### src/rtl/sym_bit_serializer.sv
module sym_bit_serializer (
  input  logic       clk,
  input  logic       rst_n,
  input  logic       sym_valid,
  input  logic       sym_i,
  input  logic       sym_q,
  input  logic [1:0] mode,
  input  logic       invert,
  input  logic       bit_en,
  output logic       ser_bit,
  output logic       ser_valid,
  output logic       ch_i,
  output logic       ch_q
);

  logic [1:0] seq, seq_n;
  logic [1:0] left, left_n;
  logic       bi, bq;

  assign bi = sym_i ^ invert;
  assign bq = sym_q ^ invert;

  always_comb begin
    case (mode)
      2'b00:   begin seq_n = {bq, bi};   left_n = 2'd2; end
      2'b01:   begin seq_n = {bi, bq};   left_n = 2'd2; end
      2'b10:   begin seq_n = {1'b0, bi}; left_n = 2'd1; end
      default: begin seq_n = {1'b0, bq}; left_n = 2'd1; end
    endcase
  end

  always_ff @(posedge clk) begin
    if (!rst_n) begin
      seq       <= '0;
      left      <= '0;
      ser_bit   <= 1'b0;
      ser_valid <= 1'b0;
      ch_i      <= 1'b0;
      ch_q      <= 1'b0;
    end else if (sym_valid) begin
      seq       <= seq_n;
      left      <= left_n;
      ch_i      <= bi;
      ch_q      <= bq;
      ser_valid <= 1'b0;
    end else if (bit_en && left != 2'd0) begin
      ser_bit   <= seq[0];
      seq       <= {1'b0, seq[1]};
      left      <= left - 2'd1;
      ser_valid <= 1'b1;
    end else begin
      ser_valid <= 1'b0;
    end
  end

endmodule

### config.mk
export PLATFORM = sky130hd
export DESIGN_NAME = sym_bit_serializer
export DESIGN_NICKNAME = d
export VERILOG_FILES = /design/src/rtl/sym_bit_serializer.sv
export SDC_FILE = /design/constraint.sdc
export NUM_CORES = 1
export LEC_CHECK = 0
export ABC_CLOCK_PERIOD_IN_PS = 1500
export CAP_MARGIN = 20
export CELL_PAD_IN_SITES_DETAIL_PLACEMENT = 1
export CELL_PAD_IN_SITES_GLOBAL_PLACEMENT = 2
export CORE_UTILIZATION = 24
export CTS_CLUSTER_DIAMETER = 50
export DETAILED_ROUTE_END_ITERATION = 6
export GPL_TIMING_DRIVEN = 0
export PLACE_DENSITY = 0.83
export REMOVE_ABC_BUFFERS = 1
export SYNTH_ARGS = -nofsm -noshare
export SYNTH_HDL_FRONTEND = slang
export SYNTH_SLANG_ARGS = --single-unit
### constraint.sdc
create_clock -name clk -period 1.5 [get_ports clk]
set_input_delay 0.3 -clock clk [delete_from_list [all_inputs] [get_ports clk]]
set_output_delay 0.3 -clock clk [all_outputs]
set_load 0.05 [all_outputs]
# ---- Word-level counts from Yosys, hierarchy flattened
# Cells that the tools add are included.
dict set report classes {
  magnitude_cmp 0
  div_mod_pow 0
  shift 0
  eq_ne 2
  mux 7
  n_mul 0
  n_reduce_logical 7
  addsub 1
  bitwise_logic 4
}
# operator n
set ops {}
lappend ops {{$mux 2} 5}
lappend ops {{$pmux 2 s3} 1}
lappend ops {{$reduce_bool 2->1} 2}
lappend ops {{$reduce_or 2->1} 2}
lappend ops {{$eq 2x1->1 const B} 1}
lappend ops {{$eq 2x2->1 const B} 1}
lappend ops {{$logic_not 2->1} 1}
lappend ops {{$not 1->1} 2}
lappend ops {{$reduce_and 2->1} 1}
lappend ops {{$sub 2x1->2 const B} 1}
lappend ops {{$xor 1x1->1} 2}
lappend ops {{$logic_and 1x1->1} 1}
lappend ops {{$mux 1} 1}
dict set report totals {
  wordCells 27
  memories 0
  mem_bits_rw 0
  latchBits 0
  romBits 0
  output_inout_bits 4
  ff_bits 8
}

# ---- Longest topological paths before layout
dict set report depth {
  depth_word 4
  ltp_mapped 5
}

# ---- Least setup slack after synthesis
# OpenSTA, ideal clock, no wires.
dict set report synth_timing {
  path_type {reg2reg}
  from {register left[0]}
  to {register seq[0]}
  setup_ps 126
  path_buffers 0
  setup_slack_ps 207
  t_required_ps 1374
  path_stages_with_launch 6
  arrival_time_ps 1167
  cell_sequence {dfxtp_1 -> inv_1 -> ha_1 -> or4b_1 -> o311ai_1 -> a21oi_1}
}
dict set report synth_via {
  elab_chain_len 3
}
# element line
set synth_rtl {}
lappend synth_rtl {{start: declaration} 17} ;# logic [1:0] left, left_n;
lappend synth_rtl {{start signal: assignment} 42} ;# left <= left_n;
lappend synth_rtl {{start signal: assignment} 49} ;# left <= left - 2'd1;
lappend synth_rtl {{$reduce_bool 2->1} 46} ;# end else if (bit_en && left != 2'd0) begin
lappend synth_rtl {{$logic_and 1x1->1} 46}
lappend synth_rtl {{$reduce_bool 2->1 (no line)} --}
lappend synth_rtl {{end signal: assignment} 41} ;# seq <= seq_n;
lappend synth_rtl {{end signal: assignment} 48} ;# seq <= {1'b0, seq[1]};
lappend synth_rtl {{end: declaration} 16} ;# logic [1:0] seq, seq_n;
# No other way between the ends.
# A chain may end at the register's enable or synchronous reset.

# ---- Worst setup path after layout
dict set report layout_timing {
  from {register ch_i}
  to {output port ch_i}
}
# element line
set layout_lines {}
lappend layout_lines {{start: declaration} 12} ;# output logic ch_i,
lappend layout_lines {{start signal: assignment} 43} ;# ch_i <= bi;
# No word-level cell between the ends.

==> results.txt <==
Buffers & Inverters on Critical Path = 1
Avg Cell Area, Syn = 9.37 um^2
multiplexer area fraction after synthesis = 7.45%
final core occ = 35.7%
H-tree depth = 1
synth unique cells = 21
Via Count = 350
critical path arrival = 1.12 ns
clock latency on the worst-skew pair = 0.26 ns
startpoint types = flop
Clk pin slew, worst setup/hold paths = 0.05 ns
leakage = 0.000239 uW
RR Endpoint = seq[0]$_SDFFE_PN0P_
Max clock buf depth = 2
setup total negative slack = 0 ns
Cell Chain, Critical Path = dlygate4sd2_1
Clock Skew = 0.00217 ns
hold buffer count at CTS = 0
register area share after synthesis = 39.8%
Setup Fix Bufs, Post-CTS = 0
top cells by area, synth = dfxtp_1, mux2i_1, xnor2_1, o211a_1, nor2b_1
RSZ-0062 raised after global routing = false
CP Max Fanout = 2
area fraction in compound gates after synthesis = 14.3%
Placer Congestion = 0.634
#FFs+latches synth = 8
Detailed Route Iter0 Violations = 6
XOR/XNOR share of the synthesized area = 10.9%
# port buffers = 12
GRT overflow = 0
r2r worst-path depth = 5
synth warn = 0
I/O pin cnt = 13
die area = 1850 um^2
CTS sink cnt = 8
Worst Hold Path EP = ch_i$_SDFFE_PN0P_
number of max-cap violations = 0
clk root buf = clkbuf_4
total CTS buffers = 3
initial antenna violation count = 0
wirelength, routed = 783 um
# diodes = 0
WP data required = 1.20 ns
min-delay worst type = reg -> reg
Final Cycle Share = 94.4%
Simple-Gate Fraction of Synth Area = 19.6%
hold depth = 1
final-report hold violation count = 0
P&R area growth vs syn = 36.6%
commonest cells after routing, fill and taps aside = dfxtp_1, clkdlybuf4s50_1, dlygate4sd2_1
Pwr Total = 521 uW
DRT Pass-1 Iters = 3
first-pass GRT wire length = 1320 um
Slew Limit Fails = 0
WP depth = 1
r2r setup slk = 0.13 ns
DRC = 0
post-synth top area share = 39.8%
Synth Area in Adders = 3.11%
post-CTS sizing = 5
Crit path max-delay family = buffers and inverters
WL/cell = 10.9 um
fmax = 706 MHz
Slew @ Worst Pin = 0.494 ns
Max transition margin = 67.2%
post-DR vias/cell = 4.86
# nets final = 68
Die Wd = 43.0 um
Post-Synthesis Cells = 43
CTS tree = built
Finished Layout Cells = 72
commonest non-fill, non-tap cell in the layout = dfxtp_1
GRT Util Overall = 10.6%
dpl hpwl = 579 um
Initial Utilization = 26.1%
share of layout cells above drive strength 1 = 5.36%
critical path's slowest cell = dlygate4sd2_1
main combinational cell family by area after synthesis = simple AND/OR/NAND/NOR gates
Site Rows = 14
hold_sp = ch_i$_SDFFE_PN0P_
crit end category = primary output
Final Critical Period = 1.42 ns
largest net degree at the start of global routing = 14
status = completed
CP peak stage delay = 0.53 ns
post-route ant nets = 0
Placed Cells = 69
Die Y = 43.0 um
final setup vio count = 0
Worst VDD drop = 495 uV
Mapped Area = 403 um^2
kind of critical path = reg -> out
Worst R2R Start = left[0]$_SDFFE_PN0P_
cell taking the most area after synthesis = dfxtp_1
P per Cell Area = 947 nW/um^2
number of global-route vias before repair = 334
Core ar. = 1540 um^2
## cell usage after synthesis, drive strengths merged
master	number
dfxtp	8
nor2b	3
o21ai	2
inv	3
nand4b	1
buf	2
ha	1
nor3b	1
a21oi	2
o211a	2
xnor2	3
o311ai	1
nand2b	1
nand2	3
xor2	2
nor3	2
mux2i	3
o31a	1
and2	1
or4b	1
## stage by stage
| step | worst slack, ns | hold slack [ns] | cell area (um^2) |
|---|---|---|---|
| 2_1_floorplan | 0.207 | 0.389 | 394 |
| 3_3_place_gp | -0.316 | 0.468 | 534 |
| 3_5_place_dp | -0.305 | 0.470 | 534 |
| 4_1_cts | 0.0725 | 0.483 | 551 |
| 5_1_grt | 0.0450 | 0.512 | 551 |
| 6_report | 0.0833 | 0.480 | 551 |
## cell type report
cell class              instances  area, um^2
well taps                      16        20.0
inverters                       3        11.3
repair buffers                 12         114
clock buffers                   3        22.5
flip-flops and latches          8         160
fillers                       184         991
multi-input cells              30         223
## sequential cells by signal, indices dropped and copies added (netlist names)
signal,flops
left,2
ch_q,1
ch_i,1
seq,2
ser_valid,1
ser_bit,1
## power breakdown
group / switching, uW / internal [uW] / leakage, uW
logic: 62.2 / 54.1 / 0.000159
clock network: 79.7 / 92.0 / 0.0000138
registers: 6.04 / 227 / 0.0000659
total: 148 / 373 / 0.000239
## how the worst max path moves through the flow
stage,start,endpoint,slack (ns)
3_5_place_dp,sym_valid,seq[0]$_SDFFE_PN0P_,-0.30
2_1_floorplan,left[0]$_SDFFE_PN0P_,seq[0]$_SDFFE_PN0P_,0.21
3_3_place_gp,sym_valid,seq[0]$_SDFFE_PN0P_,-0.32
5_1_grt,ch_q$_SDFFE_PN0P_,ch_q,0.04
6_report,ch_i$_SDFFE_PN0P_,ch_i,0.08
4_1_cts,ch_i$_SDFFE_PN0P_,ch_i,0.07
## routing by layer
| metal | global-route usage, % | routed length (um) | up-vias |
|---|---|---|---|
| li1 | - | - | 176 |
| met1 | 10.6 | 339 | 157 |
| met3 | 3.83 | 51 | 4 |
| met2 | 16.4 | 358 | 13 |
| met5 | 0 | 0 | - |
| met4 | 10.9 | 34 | 0 |
## cells by family (layout without fill, tap and decap cells)
family / after synthesis / after routing
DFF: 8 / 8
buffers and inverters: 5 / 18
AOI/OAI and AO/OA: 8 / 8
xor gates and xnor gates: 5 / 5
muxes: 3 / 3
and+or+nand+nor: 13 / 13
adders and majority gates: 1 / 1
No activity file was read; power rests on OpenSTA's default activity.
